## config.mk

```make
export PLATFORM = sky130hd
export DESIGN_NAME = fan_pwm_ctrl
export DESIGN_NICKNAME = d
export VERILOG_FILES = /design/src/rtl/fan_pwm_pkg.sv /design/src/rtl/fan_pwm_ctl.sv /design/src/rtl/fan_pwm_dp.sv /design/src/rtl/fan_pwm_ctrl.sv
export SDC_FILE = /design/constraint.sdc
export NUM_CORES = 1
export LEC_CHECK = 0
export BUFFER_PORTS_ARGS = -buffer_cell sky130_fd_sc_hd__buf_2
export CAP_MARGIN = 30
export CORE_UTILIZATION = 30
export CTS_CLUSTER_SIZE = 8
export DETAILED_ROUTE_END_ITERATION = 10
export GPL_TIMING_DRIVEN = 0
export HOLD_SLACK_MARGIN = 0.15
export SLEW_MARGIN = 20
export SYNTH_ARGS = -nofsm -noshare
export SYNTH_HDL_FRONTEND = slang
export SYNTH_HIERARCHICAL = 1
export SYNTH_SLANG_ARGS = --single-unit
```

## constraint.sdc

```tcl
create_clock -name clk -period 2.05 [get_ports clk]
set_input_delay 0 -clock clk [delete_from_list [all_inputs] [get_ports clk]]
set_output_delay 0 -clock clk [all_outputs]
set_load 0.01 [all_outputs]
```

## src/rtl/fan_pwm_pkg.sv

```systemverilog
`timescale 1ns/1ps
package fan_pwm_pkg;
  typedef struct packed {
    logic step;   // step counter advances this cycle
    logic wrap;   // last step of a period: shadow values load
    logic sec;    // end of a tachometer window
  } fanStrobe_t;

  localparam int CFG_OFS  = 0;
  localparam int FREQ_OFS = 4;
  localparam int TACH_OFS = 12;
  localparam int DUTY_LSB = 16;
  localparam int INV_BIT  = 3;
  localparam int GATE_BIT = 2;
  localparam int OC_BIT   = 1;
endpackage

```

## src/rtl/fan_pwm_ctl.sv

```systemverilog
`timescale 1ns/1ps
module fan_pwm_ctl
  import fan_pwm_pkg::*;
#(
  parameter int CNT_W      = 8,
  parameter int FREQ_W     = 15,
  parameter int DATA_W     = 32,
  parameter int ADDR_W     = 4,
  parameter int SYS_CLK_HZ = 1_000_000
) (
  input  logic              clk,
  input  logic              rst,
  input  logic              wrEn,
  input  logic [ADDR_W-1:0] addr,
  input  logic [DATA_W-1:0] wrData,
  output logic [CNT_W-1:0]  dutyReg,
  output logic              invEn,
  output logic              gateEn,
  output logic              ocEn,
  output logic [FREQ_W-1:0] freqReg,
  output logic [CNT_W-1:0]  cnt,
  output fanStrobe_t        stb
);
  localparam int SEC_W = (SYS_CLK_HZ > 1) ? $clog2(SYS_CLK_HZ) : 1;
  localparam logic [SEC_W-1:0] SEC_LAST = SEC_W'(SYS_CLK_HZ - 1);
  localparam logic [CNT_W-1:0] CNT_LAST = '1;

  logic [FREQ_W-1:0] freqAct;
  logic [FREQ_W-1:0] preCnt;
  logic [SEC_W-1:0]  secCnt;
  logic              cfgSel;
  logic              freqSel;

  assign cfgSel  = wrEn && (addr == ADDR_W'(CFG_OFS));
  assign freqSel = wrEn && (addr == ADDR_W'(FREQ_OFS));

  wire unusedData = ^{wrData[DATA_W-1:DUTY_LSB+CNT_W], wrData[DUTY_LSB-1:FREQ_W]};

  always_ff @(posedge clk) begin
    if (rst) begin
      dutyReg <= '0;
      invEn   <= 1'b0;
      gateEn  <= 1'b0;
      ocEn    <= 1'b0;
      freqReg <= '0;
    end else begin
      if (cfgSel) begin
        dutyReg <= wrData[DUTY_LSB +: CNT_W];
        invEn   <= wrData[INV_BIT];
        gateEn  <= wrData[GATE_BIT];
        ocEn    <= wrData[OC_BIT];
      end
      if (freqSel) freqReg <= wrData[FREQ_W-1:0];
    end
  end

  always_comb begin
    stb.step = (preCnt == freqAct);
    stb.wrap = stb.step && (cnt == CNT_LAST);
    stb.sec  = (secCnt == SEC_LAST);
  end

  always_ff @(posedge clk) begin
    if (rst) begin
      preCnt  <= '0;
      cnt     <= '0;
      freqAct <= '0;
      secCnt  <= '0;
    end else begin
      preCnt <= stb.step ? '0 : preCnt + 1'b1;
      if (stb.step) cnt <= cnt + 1'b1;
      if (stb.wrap) freqAct <= freqReg;
      secCnt <= stb.sec ? '0 : secCnt + 1'b1;
    end
  end

  assert_prescale_bound_R3: assert property (@(posedge clk) disable iff (rst)
    preCnt <= freqAct);

  assert_step_advance_R3: assert property (@(posedge clk) disable iff (rst)
    stb.step |=> (cnt == CNT_W'($past(cnt) + 1'b1)));

  assert_freq_hold_R4: assert property (@(posedge clk) disable iff (rst)
    !stb.wrap |=> $stable(freqAct));
endmodule

```

## src/rtl/fan_pwm_dp.sv

```systemverilog
`timescale 1ns/1ps
module fan_pwm_dp
  import fan_pwm_pkg::*;
#(
  parameter int CNT_W  = 8,
  parameter int TACH_W = 16
) (
  input  logic              clk,
  input  logic              rst,
  input  fanStrobe_t        stb,
  input  logic [CNT_W-1:0]  cnt,
  input  logic [CNT_W-1:0]  dutyReg,
  input  logic              invEn,
  input  logic              gateEn,
  input  logic              ocEn,
  input  logic              tachIn,
  output logic              pwmOut,
  output logic              pwmOe,
  output logic [TACH_W-1:0] tachReg
);
  logic [CNT_W-1:0]  dutyAct;
  logic              level;
  logic              tachMeta, tachSync, tachPrev, tachRise;
  logic [TACH_W-1:0] pulseCnt;

  wire unusedStep = stb.step;

  always_ff @(posedge clk) begin
    if (rst) dutyAct <= '0;
    else if (stb.wrap) dutyAct <= dutyReg;
  end

  always_comb begin
    level  = ((cnt < dutyAct) && !gateEn) ^ invEn;
    pwmOut = ocEn ? 1'b0 : level;
    pwmOe  = ocEn ? !level : 1'b1;
  end

  assign tachRise = tachSync && !tachPrev;

  always_ff @(posedge clk) begin
    if (rst) begin
      tachMeta <= 1'b0;
      tachSync <= 1'b0;
      tachPrev <= 1'b0;
      pulseCnt <= '0;
      tachReg  <= '0;
    end else begin
      tachMeta <= tachIn;
      tachSync <= tachMeta;
      tachPrev <= tachSync;
      if (stb.sec) begin
        tachReg  <= pulseCnt;
        pulseCnt <= TACH_W'(tachRise);
      end else if (tachRise) begin
        pulseCnt <= pulseCnt + 1'b1;
      end
    end
  end

  assert_duty_hold_R4: assert property (@(posedge clk) disable iff (rst)
    !stb.wrap |=> $stable(dutyAct));

  assert_zero_duty_R2: assert property (@(posedge clk) disable iff (rst)
    (dutyAct == '0 && !invEn && !ocEn) |-> !pwmOut);

  assert_gate_off_R6: assert property (@(posedge clk) disable iff (rst)
    (gateEn && !invEn && !ocEn) |-> !pwmOut);

  assert_tach_hold_R9: assert property (@(posedge clk) disable iff (rst)
    !stb.sec |=> $stable(tachReg));
endmodule

```

## src/rtl/fan_pwm_ctrl.sv

```systemverilog
`timescale 1ns/1ps
module fan_pwm_ctrl
  import fan_pwm_pkg::*;
#(
  parameter int CNT_W      = 8,
  parameter int FREQ_W     = 15,
  parameter int TACH_W     = 16,
  parameter int DATA_W     = 32,
  parameter int ADDR_W     = 4,
  parameter int SYS_CLK_HZ = 1_000_000
) (
  input  logic              clk,
  input  logic              rst,
  input  logic              regWrEn,
  input  logic [ADDR_W-1:0] regAddr,
  input  logic [DATA_W-1:0] regWrData,
  output logic [DATA_W-1:0] regRdData,
  input  logic              tachIn,
  output logic              fanPwm,
  output logic              fanPwmOe
);
  fanStrobe_t        stb;
  logic [CNT_W-1:0]  dutyReg, cnt;
  logic              invEn, gateEn, ocEn;
  logic [FREQ_W-1:0] freqReg;
  logic [TACH_W-1:0] tachReg;

  fan_pwm_ctl #(
    .CNT_W(CNT_W), .FREQ_W(FREQ_W), .DATA_W(DATA_W),
    .ADDR_W(ADDR_W), .SYS_CLK_HZ(SYS_CLK_HZ)
  ) u_ctl (
    .clk(clk), .rst(rst), .wrEn(regWrEn), .addr(regAddr), .wrData(regWrData),
    .dutyReg(dutyReg), .invEn(invEn), .gateEn(gateEn), .ocEn(ocEn),
    .freqReg(freqReg), .cnt(cnt), .stb(stb)
  );

  fan_pwm_dp #(.CNT_W(CNT_W), .TACH_W(TACH_W)) u_dp (
    .clk(clk), .rst(rst), .stb(stb), .cnt(cnt), .dutyReg(dutyReg),
    .invEn(invEn), .gateEn(gateEn), .ocEn(ocEn), .tachIn(tachIn),
    .pwmOut(fanPwm), .pwmOe(fanPwmOe), .tachReg(tachReg)
  );

  always_comb begin
    regRdData = '0;
    if (regAddr == ADDR_W'(CFG_OFS)) begin
      regRdData[DUTY_LSB +: CNT_W] = dutyReg;
      regRdData[INV_BIT]           = invEn;
      regRdData[GATE_BIT]          = gateEn;
      regRdData[OC_BIT]            = ocEn;
    end else if (regAddr == ADDR_W'(FREQ_OFS)) begin
      regRdData[FREQ_W-1:0] = freqReg;
    end else if (regAddr == ADDR_W'(TACH_OFS)) begin
      regRdData[TACH_W-1:0] = tachReg;
    end
  end
endmodule

```

# ---- Yosys cells after proc, flatten, opt, wreduce, memory -nomap -nowiden
# Index checks and enable logic that the tools add are counted.
# W data, S select, Z words.
dict set report totals {
  reg_bits 127
  in_bits 40
  out_inout_bits 34
  wordCells 50
}
dict set report classes {
  add_sub_neg 4
  order_cmp 1
  n_eq_ne 5
  mux 11
  bitwise 1
  n_reduce_logical 12
}
# operator n
set op_table {}
lappend op_table {{$add A20 B1 Y20 const B} 1}
lappend op_table {{$eq A20 B20 Y1 const B} 1}
lappend op_table {{$add A16 B1 Y16 const B} 1}
lappend op_table {{$mux W16} 1}
lappend op_table {{$add A15 B1 Y15 const B} 1}
lappend op_table {{$eq A15 B15 Y1} 1}
lappend op_table {{$mux W15} 1}
lappend op_table {{$mux W12} 1}
lappend op_table {{$add A8 B1 Y8 const B} 1}
lappend op_table {{$eq A8 B8 Y1 const B} 1}
lappend op_table {{$lt A8 B8 Y1} 1}
lappend op_table {{$mux W8} 1}
lappend op_table {{$mux W1} 6}
lappend op_table {{$logic_and A1 B1 Y1} 5}
lappend op_table {{$eq A4 B3 Y1 const B} 1}
lappend op_table {{$eq A4 B4 Y1 const B} 1}
lappend op_table {{$logic_not A4 Y1} 1}
lappend op_table {{$reduce_or A2 Y1} 2}
lappend op_table {{$logic_not A1 Y1} 3}
lappend op_table {{$mux W3} 1}
lappend op_table {{$reduce_bool A2 Y1} 1}
lappend op_table {{$xor A1 B1 Y1} 1}

# ---- Logic depth before layout (Yosys ltp)
# Gate-level depths: netlist of the first run.
dict set report logic_depth {
  word_depth 5
  ltp_mapped 9
  mapped_depth_nobuf 7
}

# ---- Hierarchy
# Netlist of the first run, hierarchy kept.
# mod instances cells_per_inst area_per_inst_um2 seq_area_each_um2
set by_module_without_submodules {}
lappend by_module_without_submodules {fan_pwm_ctl 1 386 3478.3 1681.6}
lappend by_module_without_submodules {fan_pwm_dp 1 204 1908.1 860.8}
lappend by_module_without_submodules {fan_pwm_ctrl 1 50 370.4 0.0}

# ---- Worst setup path before layout of the first run
# No wires, ideal clock.
dict set report synth_timing {
  path_kind {register to register}
  from {register u_ctl.preCnt[5]}
  to {register u_dp.dutyAct[0]}
  setup_ps 128
  arrival_time_ps 1998
  required_time_ps 1922
  slack_ps -75
  stages_incl_launch_ff 10
  path_buffers 3
  period_less_slack_ps 2125
  path_cell_list {dfxtp_1 xor2_1 nor4_1 nand4_1 buf_2 clkbuf_1 nor2_1 clkbuf_1 mux2i_1 nor2_1}
}
# item line
set synth_lines {}
lappend synth_lines {{from (decl)} fan_pwm_ctl.sv:29} ;# logic [FREQ_W-1:0] preCnt;
lappend synth_lines {{from (signal assigned)} fan_pwm_ctl.sv:70} ;# preCnt <= stb.step ? '0 : preCnt + 1'b1;
lappend synth_lines {{to (signal assigned)} fan_pwm_dp.sv:30} ;# else if (stb.wrap) dutyAct <= dutyReg;
lappend synth_lines {{to (decl)} fan_pwm_dp.sv:21} ;# logic [CNT_W-1:0] dutyAct;

# ---- Worst setup path after layout of the first run
dict set report layout_timing {
  from {register u_ctl.cnt[7]}
  to {output fanPwmOe}
}
dict set report layout_via {
  elab_chain_len 5
}
# item line
set layout_lines {}
lappend layout_lines {{from (decl)} fan_pwm_ctl.sv:21} ;# output logic [CNT_W-1:0] cnt,
lappend layout_lines {{from (signal assigned)} fan_pwm_ctl.sv:71} ;# if (stb.step) cnt <= cnt + 1'b1;
lappend layout_lines {{$lt A8 B8 Y1} fan_pwm_dp.sv:34} ;# level = ((cnt < dutyAct) && !gateEn) ^ invEn;
lappend layout_lines {{$logic_and A1 B1 Y1} fan_pwm_dp.sv:34}
lappend layout_lines {{$xor A1 B1 Y1} fan_pwm_dp.sv:34}
lappend layout_lines {{$logic_not A1 Y1} fan_pwm_dp.sv:36} ;# pwmOe = ocEn ? !level : 1'b1;
lappend layout_lines {{$mux W1} fan_pwm_dp.sv:36}
lappend layout_lines {{to (decl)} fan_pwm_ctrl.sv:20} ;# output logic fanPwmOe
# No other way between the ends.

==> results.md, run 1 <==
* Num rows at 50
* CP startpoint kind: flip-flop
* Power per cell area at 772 mW/mm²
* IO Port Bufs at 56
* Hold path cells at 5
* Fillcell total at 1894
* CTS max path bufs at 2
* Yosys warnings at 6
* Family with the most delay on the worst path: compound AO/OA/AOI/OAI gates
* Post-Syn Area at between 0.005 and 0.006 mm²
* Total CTS buffers at 17
* Critical path buffer and inverter count at 1
* DR vias/cell at about 4.8
* Layout area overhead at 30.8%
* Avg Inst Size Synth at 8.99 µm²
* R2R Path Start: u_ctl/preCnt[9]
* Multi-input gate area at 0.00307 mm²
* Slowest CP cell: dfxtp_4
* Number of remaining DRC errors at 0
* CP Cell Sequence: ha_4, a211o_1, a31oi_4, a21oi_2, nor4bb_1, buf_2
* R2r setup slk at 0.05 ns
* Worst hold path class: in -> reg
* Post-DRT Antenna Nets at 0
* Worst slew margin at 59.5%
* Final worst-path cycle share at 101%
* DR vias at about 4800
* Max cap viols at 0
* P_leak at 2.98 nW
* R2R depth at 9
* WP data required at 2.05 ns
* Ports at 74
* Die area at 0.0197 mm²
* Diode count at 0
* GRT Util Overall at 15.0%
* Seq cells post-synth at 127
* Initial DRC Count at about 250
* Synth unique cells at 48
* Peak VDD IR at 576 µV
* H-tree levels at 4
* Initial antenna violation count at 1
* CTS root buf: clkbuf_16
* Worst Path Arrival at 2.07 ns
* Worst-path fanout max at 6
* Ys async rst share at 0%
* Remaining Overflow, GRT at 0
* Die Span X at 141 µm
* Final hold slack at 0.225 ns
* WL/cell at about 14 µm
* Crit path launch: u_ctl/cnt[7]
* Worst hold start: regAddr[1]
* R2r endpoint: u_dp/dutyAct[1]
* Initial Util at 30.7%
* Vias in the first global route at 4628
* Share of layout cells above drive strength 1 at 22.1%
* Slew Limit Fails at 0
* Final Util at 40.1%
* Crit. End Element: output pin
* Largest stage delay on the critical path at 0.36 ns
* Synth Flop Type: dfxtp_1
* Clock skew at 0.00905 ns
* Clock-pin slew on the worst setup and hold paths at approximately 0.06 ns
* Post-synthesis cell count at between 600 and 700
* TritonRoute pass-1 iters at 5
* Fin worst setup slack at -0.0174 ns
* RSZ-0062 raised after global routing: true
* Post-Place Setup Slack at -0.464 ns
* Clock sink count at 127
* Minimum clock period at 2.07 ns
* Gpl congestion at 0.811
* Failing checks: negative setup slack
* Post-synth EDFFs at 0
* Count of final hold-check violations at 0
* Die Ht at 141 µm
* Worst-Margin Slew at between 0.6 and 0.7 ns
* Detail Placement HPWL at about 9800 µm
* # nets final at 813
* Clk_lat worst skew at 0.42 ns
* Seq. cell area at 0.00257 mm²
* Outcome: complete, but fails checks
* Register area share after synthesis at 44.2%
* Fmax at 484 MHz
* Largest net degree at the start of global routing at 17
* First-pass GRT wire length at 23100 µm
* CTS tree: done
* Worst Setup Path Type: reg -> out
* Hold path endpoint: u_ctl/freqReg[14]
* Setup-failing EPs final at 1
* Total Wirelength at between 10000 and 15000 µm
* Core Box Area at 0.0188 mm²
[what timing repair did]
action / 4_1_cts / 5_1_grt
endpoints found under the setup margin: 52 / 68
hold buffers: 28 / 0
endpoints found under the hold margin: 34 / 0
buffers inserted: 7 / 5
resized for setup: 36 / 40
pin swaps: 8 / 6
[stage by stage]
stage / setup TNS (ns) / instances / power, W / area, µm²
after floorplan: 0 / 647 / 0.00268 / 5790
after global placement: -7.92 / 937 / 0.00277 / 6360
after detailed placement: -9.24 / 937 / 0.00277 / 6360
after CTS: -0.0211 / 1004 / 0.00586 / 7410
after global routing: -0.449 / 1009 / 0.00601 / 7530
final: -0.0174 / 1009 / 0.00581 / 7530
[state kept, by name, indices dropped and copies added, names as in the netlist, 8 cells and up]
name / flops
u_ctl/freqReg: 15
u_ctl/freqAct: 15
u_ctl/dutyReg: 8
u_dp/tachReg: 16
u_ctl/cnt: 8
u_dp/dutyAct: 8
u_ctl/secCnt: 20
u_dp/pulseCnt: 16
u_ctl/preCnt: 15
[final cells by class]
cell class	instances	share of cell area, %
tap	234	3.89
buffer	38	3.64
inverter	20	1.05
timing repair buffer	97	8.75
clock buffer	21	5.98
sequential	127	34.1
multi-input combinational	461	40.7
clock inverter	11	1.86
[cell usage in the layout (no fill, tap or decap), drive strengths merged, types with 5 or more instances in the layout]
master	synthesis	layout
and2	11	11
nor3	9	9
clkbuf	16	37
ha	11	11
nor4	12	12
buf	23	91
nand2	18	18
inv	19	19
xnor2	20	20
xor2	38	38
and3	7	7
o21ai	21	21
clkinvlp	0	5
dlygate4sd3	0	28
a22o	12	12
nor2b	6	6
mux2i	51	51
or3	6	6
nand2b	7	7
dfxtp	127	127
nand3	39	39
nand4	15	15
nor2	108	108
a21oi	31	31
conb	1	8
[kinds of logic (layout without fill, tap and decap cells)]
group	after synthesis	after routing	share of synthesized area, %
other	1	8	0.0651
adder cells (fa/ha/maj)	11	11	2.39
buffers and inverters	59	187	5.17
AO/OA/AOI/OAI	77	77	8.15
AND/OR/NAND/NOR	256	256	22.4
multiplexers	51	51	8.87
XOR/XNOR	58	58	8.82
flip-flops	127	127	44.2
[tightest hold or removal path: stages]
cell and delay (ns):
buf_2 0.12, or4b_2 0.12, buf_2 0.20, mux2i_1 0.10, nor2_1 0.07
[power breakdown]
part,internal [W],switching [W],leakage [nW]
Clock,0.00193,0.00111,0.279
Combinational,0.000126,0.000133,1.67
Sequential,0.00249,0.0000246,1.03
[synthesized netlist by cell type, types with 7 or more instances]
master    number  area (µm²)
dfxtp_1      127        2540
nand4_1       15        93.8
inv_1         19        71.3
and3_1         7        43.8
xor2_1        38         333
a22o_1        12         105
ha_1          11         138
nand2b_1       7        43.8
buf_4          8        60.1
and2_1        11        68.8
buf_2         10        50.1
nor3_1         8        40.0
nand3_1       38         190
o21ai_0       21         105
mux2i_1       51         510
clkbuf_1      16        60.1
nor2_1       108         405
xnor2_1       20         175
nand2_1       18        67.6
nor4_1        12        75.1
a21oi_1       31         155
[routing by layer]
metal / global-route usage, % / vias up / wire length (µm)
met5: 0 / - / 12
met3: 3.73 / 14 / 558
met2: 22.9 / 88 / 6110
li1: - / 2446 / -
met1: 20.1 / 2265 / 7250
met4: 6.01 / 2 / 172
[how the worst max path moves through the flow]
stage,slack [ns],end,depth (start not counted)
2_1_floorplan,0.09,u_dp/dutyAct[0],9
3_3_place_gp,-0.41,u_dp/dutyAct[0],9
3_5_place_dp,-0.46,u_dp/dutyAct[1],9
4_1_cts,-0.02,fanPwmOe,6
5_1_grt,-0.08,fanPwmOe,5
6_report,-0.02,fanPwmOe,6
(Power assumes the default switching activity.)
==> run 2, diff against run 1 <==
--- a/config.mk
+++ b/config.mk
@@ -8,6 +8,7 @@
 export BUFFER_PORTS_ARGS = -buffer_cell sky130_fd_sc_hd__buf_2
 export CAP_MARGIN = 30
 export CORE_UTILIZATION = 30
+export CTS_BUF_LIST = sky130_fd_sc_hd__clkbuf_8 sky130_fd_sc_hd__clkbuf_16
 export CTS_CLUSTER_SIZE = 8
 export DETAILED_ROUTE_END_ITERATION = 10
 export GPL_TIMING_DRIVEN = 0
@@ -15,5 +16,4 @@
 export SLEW_MARGIN = 20
 export SYNTH_ARGS = -nofsm -noshare
 export SYNTH_HDL_FRONTEND = slang
-export SYNTH_HIERARCHICAL = 1
 export SYNTH_SLANG_ARGS = --single-unit
==> results.md, run 2 <==
* Setup-failing EPs final at 2 (+1)
* Area leader, netlist: dfxtp_1
* First-pass GRT wire length at 22800 µm (-1.2%)
* Final worst-path cycle share at 104% (+3.5 points)
* Seq. cell area at 0.00255 mm² (-0.49%)
* Synth Flop Type: dfxtp_1
* Seq cells post-synth at 127 (unchanged)
* Total Wirelength at 13800 µm (-1.9%)
* Synth unique cells at 46 (-4.2%)
* Final hold slack at 0.235 ns (+0.00985 ns)
* Top cell type's share of synthesized area at 43.6% (-0.56 points)
* Initial antenna violation count at 0 (-1)
* Minimum clock period at 2.14 ns (+0.0710 ns)
* Post-synth EDFFs at 0 (unchanged)
* Post-Syn Area at 0.00583 mm² (+1.3%)
* Crit. End Element: output pin
* Peak VDD IR at 517 µV (-10%)
* Die Span X at 141 µm (+0.63%)
* Layout area overhead at 29.7%
* DR vias at 4738 (-1.6%)
* Outcome: complete, but fails checks
* Fmax at 468 MHz (-3.3%)
* CTS tree: done
* Most flop-heavy register: u_ctl.secCnt
* Top cells by count, synth: dfxtp_1 (127), nor2_1 (81), nand2_1 (67)
* TritonRoute pass-1 iters at 4 (-1)
* Power per cell area at 735 mW/mm² (-4.8%)
* CP startpoint kind: flip-flop
* Worst slew margin at 43.9% (-16 points)
* WL/cell at 13.2 µm (-5.9%)
* Worst-Margin Slew at 0.839 ns (+0.231 ns)
* Gpl congestion at 0.775 (-4.5%)
* Num rows at 50 (unchanged)
* Multi-input gate area at 0.00311 mm² (+1.2%)
* WP data required at 2.05 ns (about the same)
* Largest register FFs at 20 (unchanged)
* Die Ht at 141 µm (+0.63%)
* # nets final at 831 (+2.2%)
* Max cap viols at 0 (unchanged)
* Worst-path fanout max at 3 (-3)
* Synth top area cells: dfxtp_1 (44%), mux2i_1 (7.0%), xor2_1 (5.4%), nand2b_1 (5.4%), nor2_1 (5.2%)
* Setup_tns at -0.159 ns (-0.142 ns)
* Worst hold path class: in -> reg
* Share of layout cells above drive strength 1 at 18.5% (-3.6 points)
* Yosys warnings at 0 (-6)
* Remaining Overflow, GRT at 0 (unchanged)
* Ports at 74 (unchanged)
* Post-DRT Antenna Nets at 0 (unchanged)
* Ys async rst share at 0% (unchanged)
* Post-Place Setup Slack at -0.169 ns (+0.295 ns)
* Worst Path Arrival at 2.14 ns (+0.07 ns)
* Most common cell after layout, fill and taps aside: dfxtp_1
* Total CTS buffers at 17 (unchanged)
* Detail Placement HPWL at 9640 µm (-1.7%)
* RSZ-0062 raised after global routing: true
* DR vias/cell at 4.51 (-5.5%)
* Avg Inst Size Synth at 8.86 µm² (-1.5%)
* IO Port Bufs at 56 (unchanged)
* Failing checks: negative setup slack
* CTS max path bufs at 2 (unchanged)
* Die area at 0.0200 mm² (+1.3%)
* GRT Util Overall at 14.5% (-0.47 points)
* Slew Limit Fails at 0 (unchanged)
* P_leak at 2.82 nW (-5.4%)
* Most frequent cells in the layout: dfxtp_1 (119), nor2_1 (81), nand2_1 (67)
* Number of remaining DRC errors at 0 (unchanged)
* Clock-pin slew on the worst setup and hold paths at 0.05 ns (about the same)
* Initial DRC Count at 225 (-9.6%)
* Fillcell total at 1950 (+3.0%)
* Fin worst setup slack at -0.0885 ns (-0.0710 ns)
* Post-synthesis cell count at 658 (+2.8%)
* Largest regs: u_ctl.secCnt: 20 flops, u_dp.pulseCnt: 16 flops, u_dp.tachReg: 16 flops
* Vias in the first global route at 4625 (-0.065%)
* Initial Util at 30.9% (+0.19 points)
* Clock sink count at 127 (unchanged)
* Largest net degree at the start of global routing at 17 (unchanged)
* Clock skew at 0.00602 ns (-0.00303 ns)
* Core Box Area at 0.0189 mm² (+0.67%)
* Register area share after synthesis at 43.6% (-0.56 points)
* Worst Setup Path Type: reg -> out
* H-tree levels at 4 (unchanged)
* Count of final hold-check violations at 0 (unchanged)
* Diode count at 0 (unchanged)
* Cell with the most instances after synthesis: dfxtp_1
* Clk_lat worst skew at 0.41 ns (about the same)
* CTS root buf: clkbuf_16
-- run 2: cell types whose count changed in the layout (fill, tap and decap cells not counted), sizes merged, moves of 4 or more --
cell | previous run | this run
mux2i | 51 | 41
clkbuf | 37 | 41
o21ai | 21 | 7
xnor2 | 20 | 25
nand2b | 7 | 50
nand3 | 39 | 23
inv | 19 | 26
clkinvlp | 5 | 1
nor2 | 108 | 81
nand2 | 18 | 67
nor4 | 12 | 8
buf | 91 | 85
nand4 | 15 | 11
-- run 2: kinds of logic after synthesis --
family | synth area share, %
AO/OA/AOI/OAI | 6.97
XOR/XNOR | 9.16
adder cells (fa/ha/maj) | 2.36
buffers and inverters | 5.60
flip-flops | 43.6
multiplexers | 7.04
other | 0.0643
AND/OR/NAND/NOR | 25.2
-- run 2: worst paths after layout --
check,startpoint,endpoint,slack [ns],depth (start not counted)
hold reg to reg,u_dp.tachMeta,u_dp.tachSync,0.43,1
setup / recovery,u_ctl.cnt[1],fanPwmOe,-0.09,6
hold / removal,regAddr[3],u_ctl.freqReg[14],0.24,5
setup reg to reg,u_ctl.preCnt[4],u_ctl.freqAct[12],0.05,7
-- run 2: where the power goes --
part	switching, W	internal (W)
combinational	0.000135	0.000144
sequential	0.0000235	0.00249
clock	0.00104	0.00172
total	0.00120	0.00436
-- run 2: critical path, stage by stage (launching register included) --
cell and delay (ns):
dfxtp_4 0.36, ha_4 0.23, a2111o_1 0.44, a31oi_4 0.19
nor3_2 0.06, a311oi_2 0.27, buf_2 0.18
-- run 2: layout make-up --
| cell class | count | area share [%] |
|---|---|---|
| multi-input cells | 477 | 41.1 |
| flip-flops and latches | 127 | 33.8 |
| repair buffers | 96 | 9.25 |
| inverters | 23 | 1.14 |
| well taps | 260 | 4.30 |
| clock inverters | 10 | 0.976 |
| clock buffers | 20 | 6.17 |
| plain buffers | 38 | 3.32 |
-- run 2: routing by layer --
| layer | wire length, µm | global-route usage [%] | part of all wire, % |
|---|---|---|---|
| met1 | 7130 | 20.3 | 52 |
| met2 | 5900 | 21.9 | 43 |
| met3 | 678 | 3.91 | 4.9 |
| met4 | 114 | 3.90 | 0.82 |
| met5 | 0 | 0 | 0 |
-- run 2: what timing repair did --
action | CTS | global route
hold buffers | 28 | 0
pin swaps | 7 | 6
buffers inserted | 8 | 1
gates resized for setup | 18 | 18
cloned | 0 | 2
setup endpoints to repair | 71 | 79
endpoints found under the hold margin | 32 | 0
-- run 2: stage by stage --
stage                     util [%]  power (W)  cells  instance area [µm²]
after global placement        34.2    0.00277    981                 6460
after floorplan                  -    0.00269    665                 5860
final                         40.0    0.00556   1051                 7560
after detailed placement      34.2    0.00277    981                 6460
after CTS                     39.3    0.00561   1047                 7430
after global routing          40.0    0.00577   1051                 7560
==> run 3, diff against run 2 <==
==> constraint.sdc (replaced) <==
create_clock -name clk -period 2.65 [get_ports clk]
set_input_delay 0 -clock clk [delete_from_list [all_inputs] [get_ports clk]]
set_output_delay 0 -clock clk [all_outputs]
set_load 0.01 [all_outputs]
==> results.md, run 3 (synthesized netlist as in run 2, its figures left out) <==
* Outcome: complete, no violations
* Largest net degree at the start of global routing at 17 (unchanged)
* Multi-input gate area at 0.00299 mm² (-3.7%)
* Largest register FFs at 20 (unchanged)
* Post-Layout Cell Count at 1040 (-1.0%)
* H-tree levels at 4 (unchanged)
* Fmax at 423 MHz
* Core Box Area at 0.0189 mm² (unchanged)
* CTS tree: done
* Slowest CP cell: a211oi_2
* Most flop-heavy register: u_ctl.secCnt
* WL/cell at 12.8 µm (-2.5%)
* Post-DRT Antenna Nets at 0 (unchanged)
* Max cap viols at 0 (unchanged)
* Die Span X at 141 µm (unchanged)
* Worst-path fanout max at 6 (+3)
* Initial DRC Count at 205 (-8.9%)
* DR vias at 4714 (-0.51%)
* CP startpoint kind: flip-flop
* Peak VDD IR at 398 µV (-23%)
* P_leak at 2.72 nW (-3.7%)
* First-pass GRT wire length at 22400 µm (-1.7%)
* Clk_lat worst skew at 0.41 ns (about the same)
* DR vias/cell at 4.53 (+0.55%)
* CP Cell Sequence: inv_1, ha_1, a21o_1, a211oi_2, o21ai_0, a311oi_1, buf_2
* Diode count at 0 (unchanged)
* Vias in the first global route at 4538 (-1.9%)
* Placed inst area at 0.00646 mm² (unchanged)
* Gpl congestion at 0.775 (unchanged)
* Clock-pin slew on the worst setup and hold paths at 0.05 ns (about the same)
* Ports at 74 (unchanged)
* Most common cell after layout, fill and taps aside: dfxtp_1
* Post-CTS Setup Bufs at 0 (-8)
* Final instance area at 0.00729 mm² (-3.6%)
* IO Port Bufs at 56 (unchanged)
* Setup_tns at 0 ns (+0.159 ns)
* Family with the most delay on the worst path: compound AO/OA/AOI/OAI gates
* Number of remaining DRC errors at 0 (unchanged)
* Setup-failing EPs final at 0 (-2)
* TritonRoute pass-1 iters at 5 (+1)
* Final worst-path cycle share at 89.2%
* Most frequent cells in the layout: dfxtp_1 (127), nor2_1 (81), nand2_1 (67)
* Fin worst setup slack at 0.287 ns (+0.376 ns)
* GRT Util Overall at 14.2% (-0.26 points)
* Seq. cell area at 0.00254 mm² (-0.49%)
* Die area at 0.0200 mm² (unchanged)
* Initial Util at 30.9% (unchanged)
* Detail Placement HPWL at 9640 µm (unchanged)
* Worst-Margin Slew at 0.784 ns (-0.0556 ns)
* Power per cell area at 584 mW/mm² (-20%)
* Slew Limit Fails at 0 (unchanged)
* Worst Path Arrival at 2.36 ns (+0.22 ns)
* Minimum clock period at 2.36 ns
* Die Ht at 141 µm (unchanged)
* Total CTS buffers at 17 (unchanged)
* Worst Setup Path Type: reg -> out
* Fillcell total at 1991 (+2.1%)
* Remaining Overflow, GRT at 0 (unchanged)
* Largest stage delay on the critical path at 0.39 ns (-0.05 ns)
* CTS root buf: clkbuf_16
* Largest regs: u_ctl.secCnt: 20 flops, u_dp.pulseCnt: 16 flops, u_dp.tachReg: 16 flops
* Post-Place Setup Slack at 0.431 ns (+0.600 ns)
* Total Wirelength at 13300 µm (-3.5%)
* Total chip power at 0.00426 W (-23%)
* Worst hold path class: in -> reg
* CTS max path bufs at 2 (unchanged)
* Layout area overhead at 25.1%
* Num rows at 50 (unchanged)
* RSZ-0062 raised after global routing: false
* Share of layout cells above drive strength 1 at 14.2% (-4.2 points)
* Clock sink count at 127 (unchanged)
* Critical path buffer and inverter count at 2 (+1)
* # nets final at 820 (-1.3%)
* Initial antenna violation count at 0 (unchanged)
* Worst slew margin at 47.6% (+3.7 points)
* Clock skew at 0.00484 ns (-0.00118 ns)
* WP data required at 2.65 ns (+0.60 ns)
* Placed Cells at 981 (unchanged)
* Count of final hold-check violations at 0 (unchanged)
* Crit. End Element: output pin
run 3: cell count changes in the layout (fill, tap and decap cells not counted), sizes merged:
cell and change:
buf -9, clkbuf -2
run 3: path summary, 6_finish.rpt:
check	startpoint	endpoint	slack, ns	cells after the start
hold / removal	regAddr[3]	u_ctl.freqReg[0]	0.23	5
setup / recovery	u_dp.dutyAct[6]	fanPwmOe	0.29	7
setup reg to reg	u_ctl.preCnt[9]	u_ctl.preCnt[3]	0.39	7
hold reg to reg	u_dp.tachMeta	u_dp.tachSync	0.43	1
run 3: area by class of cell:
class / instances / share of cell area (%)
Inverter: 23 / 1.18
Buffer: 38 / 3.29
Multi-Input combinational cell: 477 / 41.0
Tap cell: 260 / 4.46
Clock buffer: 20 / 6.40
Timing Repair Buffer: 85 / 7.75
Clock inverter: 10 / 1.01
Sequential cell: 127 / 34.9
run 3: power by group:
| group | internal (W) | total, W | switching, W |
|---|---|---|---|
| registers | 0.00193 | 0.00194 | 0.0000171 |
| logic | 0.0000948 | 0.000190 | 0.0000951 |
| clock network | 0.00133 | 0.00213 | 0.000797 |
run 3: worst min-delay path: stages:
cell and delay [ns]:
buf_2 0.10, nor4b_2 0.09, nand2_1 0.19, nand2_1 0.08, a21oi_1 0.12
run 3: per-stage QoR:
| step | hold slack (ns) | utilization (%) |
|---|---|---|
| finish | 0.225 | 38.6 |
| global route | 0.271 | 38.6 |
| CTS | 0.215 | 38.5 |
| detailed placement | 0.228 | 34.2 |
| global placement | 0.217 | 34.2 |
| floorplan | 0.128 | - |
run 3: metal layers:
metal	up-vias	track usage [%]	routed length, µm
li1	2414	-	-
met1	2171	20.0	6830
met2	120	21.3	5630
met3	9	3.91	749
met4	0	3.90	127
met5	-	0	0
run 3: what timing repair did:
item	in CTS	in global routing
hold buffers	28	0
setup endpoints to repair	0	2
hold endpoints to repair	32	0
gates resized for setup	0	1
